### config.mk
export PLATFORM = sky130hd
export DESIGN_NAME = shuffle2d_net
export DESIGN_NICKNAME = d
export VERILOG_FILES = /design/src/rtl/shuffle2d_pkg.sv /design/src/rtl/lane_perm.sv /design/src/rtl/shuffle_ctrl.sv /design/src/rtl/shuffle2d_net.sv
export SDC_FILE = /design/constraint.sdc
export NUM_CORES = 1
export LEC_CHECK = 0
export BUFFER_PORTS_ARGS = -buffer_cell sky130_fd_sc_hd__buf_2
export CAP_MARGIN = 20
export CORE_AREA = 5 5 303 305
export CTS_CLUSTER_DIAMETER = 100
export CTS_CLUSTER_SIZE = 20
export DETAILED_ROUTE_END_ITERATION = 7
export DIE_AREA = 0 0 308 310
export GPL_TIMING_DRIVEN = 0
export HOLD_SLACK_MARGIN = 0.08
export MAX_ROUTING_LAYER = met4
export SYNTH_ARGS = -nofsm -noshare
export SYNTH_HDL_FRONTEND = slang
export SYNTH_SLANG_ARGS = --single-unit
### constraint.sdc
create_clock -name clk_i -period 3.6 [get_ports clk_i]
set_input_delay 0.18 -clock clk_i [delete_from_list [all_inputs] [get_ports clk_i]]
set_output_delay 0.18 -clock clk_i [all_outputs]
set_load 0.05 [all_outputs]
### src/rtl/shuffle2d_pkg.sv
package shuffle2d_pkg;

  // target lane of source lane j under a fixed pattern
  function automatic int perm_idx(input int j, input int step, input int ofs, input int n);
    return (j * step + ofs) % n;
  endfunction

  // control word at counter value a, before truncation to K bits
  function automatic logic [31:0] rom_word(input int a, input int mul, input int add);
    logic [31:0] v;
    v = 32'(a * mul + add) ^ (32'(a) >> 3);
    return v;
  endfunction

endpackage

### src/rtl/lane_perm.sv
module lane_perm #(
  parameter int N    = 6,
  parameter int W    = 6,
  parameter int STEP = 5,
  parameter int OFS  = 1,
  parameter bit INV  = 1'b0
) (
  input  logic                sel_i,
  input  logic [N-1:0][W-1:0] d_i,
  output logic [N-1:0][W-1:0] d_o
);
  import shuffle2d_pkg::*;

  generate
    if (INV) begin : g_inv
      always_comb begin
        d_o = d_i;
        if (sel_i)
          for (int j = 0; j < N; j++) d_o[j] = d_i[perm_idx(j, STEP, OFS, N)];
      end
    end else begin : g_fwd
      always_comb begin
        d_o = d_i;
        if (sel_i)
          for (int j = 0; j < N; j++) d_o[perm_idx(j, STEP, OFS, N)] = d_i[j];
      end
    end
  endgenerate
endmodule

### src/rtl/shuffle_ctrl.sv
module shuffle_ctrl #(
  parameter int K       = 6,
  parameter int L       = 256,
  parameter int DLY     = 3,
  parameter int ROW_MUL = 37,
  parameter int ROW_ADD = 11,
  parameter int COL_MUL = 23,
  parameter int COL_ADD = 45,
  localparam int AW     = (L > 1) ? $clog2(L) : 1
) (
  input  logic          clk_i,
  input  logic          rst_ni,
  input  logic          start_i,
  input  logic          en_i,
  output logic [AW-1:0] addr_o,
  output logic [K-1:0]  row_fwd_o,
  output logic [K-1:0]  col_fwd_o,
  output logic [K-1:0]  row_ret_o,
  output logic [K-1:0]  col_ret_o
);
  import shuffle2d_pkg::*;

  localparam logic [AW-1:0] LAST = AW'(L - 1);

  logic [AW-1:0]          addr_q;
  logic [31:0]            row_raw, col_raw;
  logic [DLY-1:0][K-1:0]  row_dl_q, col_dl_q;

  always_ff @(posedge clk_i or negedge rst_ni) begin
    if (!rst_ni)               addr_q <= '0;
    else if (start_i)          addr_q <= '0;
    else if (en_i)             addr_q <= (addr_q == LAST) ? '0 : addr_q + AW'(1);
  end

  always_comb begin
    row_raw = rom_word(int'(addr_q), ROW_MUL, ROW_ADD);
    col_raw = rom_word(int'(addr_q), COL_MUL, COL_ADD);
  end

  assign row_fwd_o = row_raw[K-1:0];
  assign col_fwd_o = col_raw[K-1:0];

  // return control trails forward control by the outside pipeline depth
  always_ff @(posedge clk_i or negedge rst_ni) begin
    if (!rst_ni) begin
      row_dl_q <= '0;
      col_dl_q <= '0;
    end else begin
      row_dl_q[0] <= row_fwd_o;
      col_dl_q[0] <= col_fwd_o;
      for (int i = 1; i < DLY; i++) begin
        row_dl_q[i] <= row_dl_q[i-1];
        col_dl_q[i] <= col_dl_q[i-1];
      end
    end
  end

  assign addr_o    = addr_q;
  assign row_ret_o = row_dl_q[DLY-1];
  assign col_ret_o = col_dl_q[DLY-1];
endmodule

### src/rtl/shuffle2d_net.sv
module shuffle2d_net #(
  parameter int K        = 6,
  parameter int FW       = 6,
  parameter int RW       = 5,
  parameter int L        = 256,
  parameter int DLY      = 3,
  parameter int ROW_STEP = 5,
  parameter int COL_STEP = 1,
  localparam int FBUS    = K * K * FW,
  localparam int RBUS    = K * K * RW,
  localparam int AW      = (L > 1) ? $clog2(L) : 1
) (
  input  logic            clk_i,
  input  logic            rst_ni,
  input  logic            start_i,
  input  logic            en_i,
  input  logic [FBUS-1:0] fwd_i,
  output logic [FBUS-1:0] fwd_o,
  input  logic [RBUS-1:0] ret_i,
  output logic [RBUS-1:0] ret_o
);
  logic [AW-1:0] rom_addr;
  logic [K-1:0]  row_fwd, col_fwd, row_ret, col_ret;

  shuffle_ctrl #(.K(K), .L(L), .DLY(DLY)) u_ctrl (
    .clk_i, .rst_ni, .start_i, .en_i,
    .addr_o(rom_addr), .row_fwd_o(row_fwd), .col_fwd_o(col_fwd),
    .row_ret_o(row_ret), .col_ret_o(col_ret)
  );

  // [row][col][bits]
  logic [K-1:0][K-1:0][FW-1:0] fa, fb, fc, fb_t, fc_t;
  logic [K-1:0][K-1:0][RW-1:0] ra, rb, rc, rb_t, rc_t;

  assign fa    = fwd_i;
  assign rc    = ret_i;
  assign fwd_o = fc;
  assign ret_o = ra;

  always_comb begin
    for (int x = 0; x < K; x++)
      for (int y = 0; y < K; y++) begin
        fb_t[y][x] = fb[x][y];
        fc[x][y]   = fc_t[y][x];
        rc_t[y][x] = rc[x][y];
        rb[x][y]   = rb_t[y][x];
      end
  end

  for (genvar x = 0; x < K; x++) begin : g_row
    lane_perm #(.N(K), .W(FW), .STEP(ROW_STEP), .OFS(x + 1), .INV(1'b0)) u_fwd (
      .sel_i(row_fwd[x]), .d_i(fa[x]), .d_o(fb[x]));
    lane_perm #(.N(K), .W(RW), .STEP(ROW_STEP), .OFS(x + 1), .INV(1'b1)) u_ret (
      .sel_i(row_ret[x]), .d_i(rb[x]), .d_o(ra[x]));
  end

  for (genvar y = 0; y < K; y++) begin : g_col
    lane_perm #(.N(K), .W(FW), .STEP(COL_STEP), .OFS(2 * y + 3), .INV(1'b0)) u_fwd (
      .sel_i(col_fwd[y]), .d_i(fb_t[y]), .d_o(fc_t[y]));
    lane_perm #(.N(K), .W(RW), .STEP(COL_STEP), .OFS(2 * y + 3), .INV(1'b1)) u_ret (
      .sel_i(col_ret[y]), .d_i(rc_t[y]), .d_o(rb_t[y]));
  end
endmodule

# After elaboration in Yosys (flattened, before gate mapping)
# Cells that the tools add are included.
dict set report totals {
  ff_bits 44
  output_inout_bits 396
  elab_cells 43
  inputBits 400
}
dict set report classes {
  bitwise_logic 2
  addsub 3
  n_eq_ne 1
  multipliers 2
  n_reduce_logical 1
  n_mux 27
}
# operator count
set op_table {}
lappend op_table {{36-bit 2-to-1 mux} 11}
lappend op_table {{30-bit 2-to-1 mux} 12}
lappend op_table {{25-bit 2-to-1 mux} 1}
lappend op_table {{8-bit 2-to-1 mux} 3}
lappend op_table {{6-bit bitwise XOR} 2}
lappend op_table {{8-bit by 1-bit adder with 8-bit output, second input constant} 1}
lappend op_table {{8-bit == test, second input constant} 1}
lappend op_table {{8-bit by 5-bit multiplier with 6-bit output, second input constant} 1}
lappend op_table {{8-bit by 6-bit multiplier with 6-bit output, second input constant} 1}
lappend op_table {{6-bit by 5-bit adder with 6-bit output, second input constant} 1}
lappend op_table {{6-bit adder, second input constant} 1}
lappend op_table {{2-bit nonzero test} 1}

# Logic depth before layout (Yosys ltp)
# Gate-level depths: netlist of the first run.
dict set report depth {
  word_depth 5
  depth_mapped 13
  mapped_depth_nobuf 10
}

# Cells and area by module
# From an unflattened synthesis of the first run, not the netlist that was laid out.
dict set report hier_totals {
  hier_cells 1028
  area_unflattened_um2 14317.5
}
# mod area_per_inst_um2 cells_each seq_area_each_um2 n_inst
set modules_own_cells {}
lappend modules_own_cells {{lane_perm (g_col[0].u_fwd ...)} 589.3 40 0.0 9}
lappend modules_own_cells {{lane_perm (g_col[0].u_ret ...)} 484.2 33 0.0 9}
lappend modules_own_cells {shuffle_ctrl 2001.9 158 1026.0 1}
lappend modules_own_cells {{lane_perm (g_row[1].u_fwd ...)} 486.7 39 0.0 3}
lappend modules_own_cells {{lane_perm (g_row[1].u_ret ...)} 397.9 32 0.0 3}

# Least setup slack after synthesis of the first run
# Ideal clock, no wire load.
dict set report synth_timing {
  path_type {register to output}
  start {register u_ctrl.addr_q[0] (netlist: u_ctrl.addr_o[0])}
  end {output fwd_o[172]}
  path_stages_with_launch 12
  arrival_time_ns 4.095
  path_buffers 3
  required_ns 3.420
  path_slack_ns -0.675
  path_cell_list {dfrtp_1 buf_2 inv_1 fa_1 ha_1 ha_1 fa_1 xor2_1 xnor2_1 buf_1 buf_2 mux2i_1}
}
dict set report synth_between {
  elab_chain_len 5
  elab_cells_between_ends 9
  cone_classes {2 x add/sub; 2 x mul; 3 x mux; 2 x bitwise}
}
# item line
set synth_lines {}
lappend synth_lines {{start: declaration} shuffle_ctrl.sv:25} ;# logic [AW-1:0] addr_q;
lappend synth_lines {{start signal: assignment} shuffle_ctrl.sv:32} ;# else if (en_i) addr_q <= (addr_q == LAST) ? '0 : addr_q + AW'(1);
lappend synth_lines {{8-bit by 6-bit multiplier with 6-bit output} shuffle2d_pkg.sv:11} ;# v = 32'(a * mul + add) ^ (32'(a) >> 3);
lappend synth_lines {{6-bit by 5-bit adder with 6-bit output} shuffle2d_pkg.sv:11}
lappend synth_lines {{6-bit bitwise XOR} shuffle2d_pkg.sv:11}
lappend synth_lines {{36-bit 2-to-1 mux} lane_perm.sv:24} ;# if (sel_i)
lappend synth_lines {{36-bit 2-to-1 mux *} lane_perm.sv:24}
lappend synth_lines {{end: declaration} shuffle2d_net.sv:18} ;# output logic [FBUS-1:0] fwd_o,
# Mark *: on every way between the ends. The rest lies on a longest branch, timed or not.

# Final worst setup path of the first run
dict set report layout_timing {
  start {register u_ctrl.addr_q[2] (netlist: u_ctrl.addr_o[2])}
  end {output fwd_o[163]}
}
# The elaborated chain is that of the path after synthesis.

==> results.md, run 1 <==
* Outcome: finished with violations
* Violated checks: negative setup slack
* DIE AREA at 95480 sq um
* Critical path, cell by cell: inv_2, fa_2, xor2_1, ha_1, fa_2, xor2_4, buf_12, buf_12, clkbuf_16, mux2i_4, buf_6
* Final period utilization at 104.8%
* Insertion delay to the later sink of the worst-skew pair at 0.30 ns
* Overflow after GRT at 0
* Largest stage delay on the critical path at 0.64 ns
* WL/cell at 33.66 um
* # fillers at 9709
* Dpl hpwl at 94040 um
* Clock power frac at 3.5%
* Worst path slowest cell: fa_2
* Initial antenna violation count at 22
* H-tree levels at 2
* Final Max Slew Viols at 0
* Min Tclk post-route at 3.774 ns
* Commonest non-fill, non-tap cell in the layout: buf_2
* Cell variety after synth at 34
* Sequential Power Share at 4.3%
* Synth-to-Final Area Change at 111.2%
* Initial Util at 10.58%
* Yosys top cell area share at 62.92%
* Lkg Pwr at 9.347 nW
* RSZ-0062 raised after global routing: yes
* Peak VDD IR at 0.0002905 V
* WHS at 0.1833 ns
* Yosys reg bits at 41
* Post-Syn Area at 9418 sq um
* Switching share of power at 63.58%
* Multi-input combinational cell area at 10450 sq um
* Worst slew pin tran at 1.106 ns
* Synthesized area per cell at 9.179 sq um
* I/O Buffers at 794
* Final setup TNS at -9.515 ns
* Die Y at 310 um
* I/O Pins at 796
* Vias at 12710
* Clock Sinks at 41
* Gpl congestion at 0.9649
* CP Class: flop to output pin
* Final wirelength at 103900 um
* GRT Util Overall at 20.87%
* Final setup margin at -0.1740 ns
* Design Area, Final at 19890 sq um
* Post-synth ARST share at 100.0%
* Num CTS Buffers at 5
* Main flop type after synthesis: dfrtp_1
* Pin count of the biggest net entering global routing at 26
* CTS Buffer Depth at 2
* Synth area leader: mux2i_1
* Yosys Warn Count at 0
* Post-route ant nets at 0
* Core area at 89050 sq um
* Worst endpoint required time at 3.42 ns
* Combinational share of power at 92.2%
* Initial detailed-routing violation count at 700
* CP arrival at 3.59 ns
* Reg area at 1032 sq um
* Final setup viols at 106
* Critical path fanouts, max at 5
* Synthesized Nets at 1450
* Site row count at 110
* First-pass GRT wire length at 129100 um
* TritonRoute pass-1 iters at 5
* Fin nets at 2324
* Worst hold path type: input pin to flop
* Drt via density at 4.116
* Max_cap viols at 0
* Fin Clk Skew at 0.004036 ns
* Placed instance area at 16110 sq um
* Crit. End Element: output pin
* CP startpoint kind: flop
* Final Hold Fails at 0
* Ratio of cells with drive above 1 in the final layout at 65.81%
* PwrDens at 696.0 nW/um^2
* Part of the Yosys area used for sequential elements at 10.89%
* Cell Int Power at 0.005041 W
* CTS root buffer: clkbuf_16
* Syn Inst Count at 1026
* Max_slew headroom at 26.28%
* DRC viols at 0
* Reg clk slew, reported paths at 0.07 ns
* Overall Power at 0.01384 W
* Most frequent cells in the layout: 654 x buf_2, 394 x mux2i_1, 133 x buf_6, 126 x mux2i_4, 72 x mux2i_2
* Die Wd at 308 um
* Vias in the first global route at 13019
* CTS tree: done
* Area contributors post-synth: mux2i_1 63%, dfrtp_1 11%, mux2_2 5.4%, ha_1 2.7%, a21oi_1 2.6%
* R2r setup slk at 0.47 ns
* Post-synth EDFFs at 0
* F_max at 0.2650 GHz
* Net Switching at 0.008802 W
layout make-up:
type                       instances  area share (%)
inverter                          16          0.3901
clock buffer                       5          0.6291
antenna                           11          0.1384
multi-input combinational        880           52.55
timing repair buffer             867           29.54
buffer                            89           4.039
tap                             1176           7.399
sequential                        41           5.190
clock inverter                     3          0.1258
flip-flops by register name, indices dropped and copies added, names as in the netlist:
register          count
u_ctrl.addr_o         8
u_ctrl.row_ret_o      5
u_ctrl.col_ret_o      6
u_ctrl.row_dl_q      10
u_ctrl.col_dl_q      12
path summary, 6_finish.rpt:
path	start	endpoint	depth (start not counted)
setup / recovery	u_ctrl.addr_o[2]	fwd_o[163]	11
hold / removal	en_i	u_ctrl.addr_o[7]	2
setup reg to reg	u_ctrl.addr_o[2]	u_ctrl.col_dl_q[3]	11
hold reg to reg	u_ctrl.row_dl_q[10]	u_ctrl.row_ret_o[4]	0
max in group asynchronous	rst_ni	u_ctrl.addr_o[1]	3
min in group asynchronous	rst_ni	u_ctrl.col_dl_q[9]	2
metrics by stage:
step	std cells	setup slack (ns)	util [%]
after floorplan	1026	-0.08732	-
after global routing	3088	-0.2952	22.33
after global placement	2996	-1.239	17.92
after detailed placement	3009	-1.075	18.09
final	3088	-0.1740	22.33
after CTS	3059	-0.1606	21.56
metal layers:
metal	GRT usage, %	part of all wire (%)	up-vias
met5	-	0	-
met4	7.774	4.9	0
met3	4.274	6.5	121
met2	37.32	51	686
met1	22.99	38	6336
li1	-	-	5567
cells by family after synthesis:
logic type               synth area share (%)
AND/OR/NAND/NOR                         4.265
flip-flops                              10.89
multiplexers                            68.30
XOR/XNOR                                3.228
buffers and inverters                   4.769
adder cells (fa/ha/maj)                 3.507
AO/OA/AOI/OAI                           5.035
cell usage after synthesis (all sizes together) (2+ instances only):
library cell and n:
mux2i 592, nor2 49, a21oi 48, clkbuf 47
mux2 45, buf 42, dfrtp 41, nand2 41
o21ai 39, ha 20, inv 15, xnor2 14
xor2 10, fa 4, nand3 4, a311oi 2
nor2b 2, nor3 2, xnor3 2
worst max-delay path: cells and delay by family, from the launching register on:
kind,cells,cell delay (ns)
adders and majority gates,3,1.52
buffers and inverters,5,0.68
DFF,1,0.44
xor gates and xnor gates,2,0.34
muxes,1,0.25
power groups by stage:
stage | clock (W) | sequential (W) | combinational, W
3_5_place_dp | 0 | 0.000616 | 0.0107
4_1_cts | 0.000521 | 0.000606 | 0.0124
6_report | 0.000486 | 0.000598 | 0.0128
3_3_place_gp | 0 | 0.000618 | 0.0107
2_1_floorplan | 0 | 0.000564 | 0.00727
5_1_grt | 0.000526 | 0.000613 | 0.0131
what timing repair did:
action,in CTS,in global routing
setup endpoints to repair,206,156
pin swaps,12,13
resized for setup,568,103
buffers inserted,35,12
gates cloned,6,7
hold buffers,1,0
endpoints found under the hold margin,16,0
Note: power is estimated with default switching activity, not from simulation.
==> run 2, diff against run 1 <==
--- a/config.mk
+++ b/config.mk
@@ -7,14 +7,17 @@
 export LEC_CHECK = 0
 export BUFFER_PORTS_ARGS = -buffer_cell sky130_fd_sc_hd__buf_2
 export CAP_MARGIN = 20
-export CORE_AREA = 5 5 303 305
+export CELL_PAD_IN_SITES_DETAIL_PLACEMENT = 1
+export CELL_PAD_IN_SITES_GLOBAL_PLACEMENT = 1
+export CORE_AREA = 5 5 306 308
 export CTS_CLUSTER_DIAMETER = 100
 export CTS_CLUSTER_SIZE = 20
 export DETAILED_ROUTE_END_ITERATION = 7
-export DIE_AREA = 0 0 308 310
+export DIE_AREA = 0 0 311 313
 export GPL_TIMING_DRIVEN = 0
 export HOLD_SLACK_MARGIN = 0.08
 export MAX_ROUTING_LAYER = met4
+export PLACE_DENSITY_LB_ADDON = 0.1
 export SYNTH_ARGS = -nofsm -noshare
 export SYNTH_HDL_FRONTEND = slang
 export SYNTH_SLANG_ARGS = --single-unit
==> results.md, run 2 (same netlist as run 1, synthesis figures left out) <==
* Final setup margin at -0.1745 ns (-0.0004640 ns)
* Cell Int Power at 0.005053 W (+0.23%)
* Synth-to-Final Area Change at 108.6%
* Reg clk slew, reported paths at 0.06 ns (about the same)
* TritonRoute pass-1 iters at 4 (-1)
* H-tree levels at 2 (unchanged)
* Overall Power at 0.01319 W (-4.7%)
* Combinational share of power at 91.2% (-1.0 points)
* Final Max Slew Viols at 0 (unchanged)
* Final Hold Fails at 0 (unchanged)
* Final wirelength at 89500 um (-14%)
* Most flops, register: u_ctrl.col_dl_q
* I/O Pins at 796 (unchanged)
* Final core occ at 21.63% (-0.71 points)
* Critical path fanouts, max at 6 (+1)
* Core area at 90830 sq um (+2.0%)
* Violated checks: negative setup slack
* Vias in the first global route at 13835 (+6.3%)
* Pin count of the biggest net entering global routing at 34 (+31%)
* Dpl hpwl at 79210 um (-16%)
* Dpl ws at -0.9128 ns (+0.1624 ns)
* WHS at 0.1931 ns (+0.009786 ns)
* Initial Util at 10.37% (-0.21 points)
* Most frequent cells in the layout: 662 x buf_2, 419 x mux2i_1, 119 x buf_6, 119 x mux2i_4, 55 x buf_4
* Max reg flops at 12 (unchanged)
* Lkg Pwr at 9.361 nW (+0.15%)
* Final period utilization at 104.8% (about the same)
* Overflow after GRT at 0 (unchanged)
* Worst path slowest cell: fa_2
* Initial detailed-routing violation count at 315 (-55%)
* Crit. End Element: output pin
* Net Switching at 0.008139 W (-7.5%)
* GRT Util Overall at 17.83% (-3.0 points)
* Max_slew headroom at 30.43% (+4.2 points)
* Min Tclk post-route at 3.774 ns (+0.0004640 ns)
* CTS root buffer: clkbuf_16
* Initial antenna violation count at 31 (+41%)
* CP arrival at 3.59 ns (about the same)
* Peak VDD IR at 0.0003114 V (+7.2%)
* Commonest non-fill, non-tap cell in the layout: buf_2
* Num CTS Buffers at 5 (unchanged)
* Max_cap viols at 0 (unchanged)
* Die Wd at 311 um (+0.97%)
* Vias at 12067 (-5.1%)
* F_max at 0.2649 GHz (about the same)
* Die Y at 313 um (+0.97%)
* Post-route ant nets at 0 (unchanged)
* Final std cells w/o fill at 3112 (+0.78%)
* Outcome: finished with violations
* Final setup viols at 110 (+3.8%)
* Sequential Power Share at 4.3% (about the same)
* CTS tree: done
* Site row count at 111 (+0.91%)
* Ratio of cells with drive above 1 in the final layout at 64.07% (-1.7 points)
* Critical path, cell by cell: buf_6, inv_4, fa_2, ha_1, ha_2, fa_2, xor2_4, buf_12, buf_12, clkbuf_16, mux2i_4, buf_6
* Largest stage delay on the critical path at 0.65 ns (about the same)
* Switching share of power at 61.70% (-1.9 points)
* Fin nets at 2324 (unchanged)
* Reg area at 1032 sq um (unchanged)
* CP startpoint kind: flop
* PwrDens at 671.6 nW/um^2 (-3.5%)
* I/O Buffers at 794 (unchanged)
* Placed cells at 3015 (+0.20%)
* Fin Clk Skew at 0.002947 ns (-0.001088 ns)
* Insertion delay to the later sink of the worst-skew pair at 0.29 ns (about the same)
* CTS Buffer Depth at 2 (unchanged)
* Multi-input combinational cell area at 10190 sq um (-2.5%)
* DRC viols at 0 (unchanged)
* Drt via density at 3.878 (-5.8%)
* Worst endpoint required time at 3.42 ns (about the same)
* WL/cell at 28.76 um (-15%)
* RSZ-0062 raised after global routing: yes
* Gpl congestion at 0.8722 (-9.6%)
* Clock power frac at 4.5% (+1.0 points)
* CP Class: flop to output pin
* Worst hold path type: input pin to flop
* Worst slew pin tran at 1.043 ns (-0.06233 ns)
* Clock Sinks at 41 (unchanged)
* # fillers at 10621 (+9.4%)
* DIE AREA at 97340 sq um (+2.0%)
* First-pass GRT wire length at 119200 um (-7.7%)
## run 2: changes by cell type in the layout (fill, tap and decap cells not counted), moves of 4 or more
cell | before | now
buf_6 | 133 | 119
buf_8 | 17 | 21
buf_2 | 654 | 662
mux2i_4 | 126 | 119
nor2_2 | 2 | 6
nand2_1 | 29 | 33
o21ai_4 | 7 | 0
o21ai_1 | 21 | 25
diode_2 | 11 | 25
buf_12 | 26 | 19
mux2i_2 | 72 | 54
mux2i_1 | 394 | 419
## run 2: what timing repair did
action                                  CTS  global route
gates cloned                              8             6
gates resized for setup                 507           104
endpoints found under the setup margin  200           138
hold endpoints to repair                 41             0
hold buffers                              1             0
pin swaps                                16            11
buffers inserted                         34            16
## run 2: critical path, delay by kind of cell, from the launching register on
kind | cells | cell delay [ns]
xor gates and xnor gates | 1 | 0.18
muxes | 1 | 0.24
adders and majority gates | 4 | 1.71
buffers and inverters | 6 | 0.75
DFF | 1 | 0.41
## run 2: area by class of cell
class | count | area share (%)
Buffer | 89 | 3.994
Sequential cell | 41 | 5.255
Clock buffer | 5 | 0.6370
Clock inverter | 3 | 0.3312
Antenna cell | 25 | 0.3185
Multi-Input combinational cell | 880 | 51.90
Tap cell | 1186 | 7.555
Inverter | 16 | 0.3503
Timing Repair Buffer | 867 | 29.66
## run 2: layer usage
| layer | track usage, % | share of wire (%) | vias to the layer above |
|---|---|---|---|
| met5 | - | 0 | - |
| met4 | 3.844 | 2.4 | 0 |
| met3 | 5.488 | 7.6 | 68 |
| met2 | 34.37 | 54 | 524 |
| met1 | 17.61 | 35 | 5882 |
| li1 | - | - | 5593 |
## run 2: stage by stage
stage | cell area, sq um | setup TNS, ns
global placement | 15970 | -102.22
detailed placement | 16120 | -101.18
CTS | 18910 | -14.75
finish | 19640 | -11.98
floorplan | 10510 | -1.827
global route | 19640 | -25.20
## run 2: worst paths after layout
check	from	endpoint	slack (ns)	cells past startpoint
hold reg to reg	u_ctrl.row_dl_q[1]	u_ctrl.row_dl_q[7]	0.35	0
setup / recovery	u_ctrl.addr_o[0]	fwd_o[129]	-0.17	12
max in group asynchronous	rst_ni	u_ctrl.addr_o[4]	2.78	3
hold / removal	en_i	u_ctrl.addr_o[7]	0.19	2
setup reg to reg	u_ctrl.addr_o[0]	u_ctrl.col_dl_q[5]	0.43	12
min in group asynchronous	rst_ni	u_ctrl.row_ret_o[1]	0.32	2
## run 2: power groups by stage
stage,Sequential [W],Clock [W],Combinational [W]
after floorplan,0.000564,0,0.00727
after global placement,0.000585,0,0.0103
after detailed placement,0.000585,0,0.0103
after CTS,0.000575,0.000628,0.0118
after global routing,0.000582,0.000637,0.0125
final,0.000573,0.000594,0.0120
==> run 3, diff against run 2 <==
==> constraint.sdc (replaced) <==
create_clock -name clk_i -period 4 [get_ports clk_i]
set_input_delay 0.2 -clock clk_i [delete_from_list [all_inputs] [get_ports clk_i]]
set_output_delay 0.2 -clock clk_i [all_outputs]
set_load 0.05 [all_outputs]
==> results.md, run 3 (same netlist as run 1, synthesis figures left out) <==
* DRC viols at 0 (unchanged)
* Clock Sinks at 41 (unchanged)
* Worst hold path type: input pin to flop
* Fin nets at 2281 (-1.9%)
* Peak VDD IR at 0.0002703 V (-13%)
* Final period utilization at 96.64%
* Vias at 11785 (-2.3%)
* Final setup viols at 0 (-100%)
* Insertion delay to the later sink of the worst-skew pair at 0.30 ns (about the same)
* Fin Clk Skew at 0.006242 ns (+0.003295 ns)
* Reg clk slew, reported paths at 0.07 ns (about the same)
* Most flops, register: u_ctrl.col_dl_q
* CP Class: flop to output pin
* Post-route ant nets at 0 (unchanged)
* Sequential Power Share at 5.0% (+0.7 points)
* Die Y at 313 um (unchanged)
* Design Area, Final at 16580 sq um (-16%)
* Crit. End Element: output pin
* CP delay by family, top: adder cells
* DIE AREA at 97340 sq um (unchanged)
* CTS tree: done
* Placed instance area at 15190 sq um (-5.8%)
* Dpl hpwl at 81010 um (+2.3%)
* Largest stage delay on the critical path at 0.49 ns (-0.16 ns)
* CP dominant cell by count: ha_1
* Min Tclk post-route at 3.866 ns
* Initial antenna violation count at 41 (+32%)
* Max_cap viols at 0 (unchanged)
* Synth-to-Final Area Change at 76.10%
* Initial detailed-routing violation count at 342 (+8.6%)
* H-tree levels at 2 (unchanged)
* Critical path fanouts, max at 10 (+4)
* TritonRoute pass-1 iters at 6 (+2)
* Most frequent cells in the layout: 738 x buf_2, 510 x mux2i_1, 66 x mux2i_2, 53 x buf_4
* Clock power frac at 5.5% (+1.0 points)
* Vias in the first global route at 13473 (-2.6%)
* Final core occ at 18.26% (-3.4 points)
* Ratio of cells with drive above 1 in the final layout at 55.76% (-8.3 points)
* CP startpoint kind: flop
* Outcome: finished clean
* Critical path, cell by cell: ha_1, ha_1, ha_1, ha_1, a31oi_1, xnor3_1, buf_4, buf_6, mux2i_2, mux2i_2, buf_4
* WHS at 0.2171 ns (+0.02399 ns)
* Final Max Slew Viols at 0 (unchanged)
* Cell Int Power at 0.003402 W (-33%)
* F_max at 0.2587 GHz
* Switching share of power at 66.83% (+5.1 points)
* Initial Util at 10.37% (unchanged)
* Pin count of the biggest net entering global routing at 32 (-5.9%)
* Num CTS Buffers at 5 (unchanged)
* WL/cell at 29.26 um (+1.7%)
* Overall Power at 0.01026 W (-22%)
* CP arrival at 3.67 ns (+0.08 ns)
* RSZ-0062 raised after global routing: yes
* Worst path slowest cell: dfrtp_2
* Final Hold Fails at 0 (unchanged)
* CTS root buffer: clkbuf_16
* Core area at 90830 sq um (unchanged)
* Die Wd at 311 um (unchanged)
* PwrDens at 618.4 nW/um^2 (-7.9%)
* # fillers at 10867 (+2.3%)
* Final wirelength at 90040 um (+0.60%)
* Max_slew headroom at 23.27% (-7.2 points)
* Net Switching at 0.006854 W (-16%)
* CP bufs+invs at 3 (-3)
* CTS Buffer Depth at 2 (unchanged)
* I/O Pins at 796 (unchanged)
* Final setup margin at 0.1343 ns (+0.3088 ns)
* I/O Buffers at 794 (unchanged)
* GRT Util Overall at 17.91% (+0.082 points)
* Drt via density at 3.830 (-1.2%)
* Worst endpoint required time at 3.80 ns (+0.38 ns)
* Max reg flops at 12 (unchanged)
* Overflow after GRT at 0 (unchanged)
* Combinational share of power at 89.5% (-1.7 points)
* Site row count at 111 (unchanged)
* Commonest non-fill, non-tap cell in the layout: buf_2
* First-pass GRT wire length at 118900 um (-0.22%)
* Dpl ws at -1.041 ns (-0.1285 ns)
* Lkg Pwr at 8.650 nW (-7.6%)
* Gpl congestion at 0.8771 (+0.56%)
* Worst slew pin tran at 1.151 ns (+0.1075 ns)
==> run 3: cell types whose count changed in the layout (fill, tap and decap cells not counted), sizes merged <==
| cell | previous run | this run |
|---|---|---|
| diode | 25 | 33 |
| clkinv | 2 | 1 |
| inv | 14 | 15 |
| buf | 898 | 866 |
| clkbuf | 62 | 51 |
==> run 3: cell type report <==
class,instances,area [sq um],area share [%]
Inverter,16,66.31,0.3998
Sequential cell,41,1032,6.224
Antenna cell,33,82.58,0.4979
Clock inverter,3,68.82,0.4149
Buffer,89,563.0,3.395
Multi-Input combinational cell,880,8551,51.56
Tap cell,1186,1484,8.948
Timing Repair Buffer,824,4612,27.81
Clock buffer,5,125.1,0.7544
==> run 3: worst paths after layout <==
check	from	end	slack [ns]	depth (start not counted)
max	u_ctrl.addr_o[4]	fwd_o[215]	0.13	11
min	en_i	u_ctrl.addr_o[5]	0.22	2
max reg2reg	u_ctrl.addr_o[1]	u_ctrl.col_dl_q[4]	0.87	11
min reg2reg	u_ctrl.row_dl_q[10]	u_ctrl.row_ret_o[4]	0.35	0
max in group asynchronous	rst_ni	u_ctrl.addr_o[2]	3.12	3
min in group asynchronous	rst_ni	u_ctrl.row_dl_q[1]	0.35	2
==> run 3: metrics by stage <==
| step | TNS [ns] | instances |
|---|---|---|
| final | 0 | 3077 |
| after global routing | -0.2617 | 3075 |
| after CTS | -0.02859 | 3030 |
| after detailed placement | -69.87 | 3012 |
| after global placement | -81.20 | 3006 |
| after floorplan | -5.569 | 1026 |
==> run 3: metal layers <==
metal	wire length (um)	vias to the layer above	GRT usage [%]
met1	33240	5707	18.00
met3	6849	56	5.931
li1	-	5492	-
met5	0	-	-
met2	48120	530	33.78
met4	1829	0	3.957
==> run 3: what timing repair did <==
action | CTS | global route
pin swaps | 3 | 4
setup endpoints to repair | 191 | 120
setup buffers | 9 | 13
hold endpoints to repair | 10 | 0
hold buffers | 1 | 0
gates resized for setup | 184 | 73
==> run 3: power groups by stage <==
stage	Sequential, W	Combinational, W	Clock [W]
2_1_floorplan	0.000508	0.00601	0
3_3_place_gp	0.000524	0.00874	0
3_5_place_dp	0.000524	0.00877	0
4_1_cts	0.000514	0.00916	0.000609
5_1_grt	0.000523	0.00958	0.000616
6_report	0.000513	0.00918	0.000567
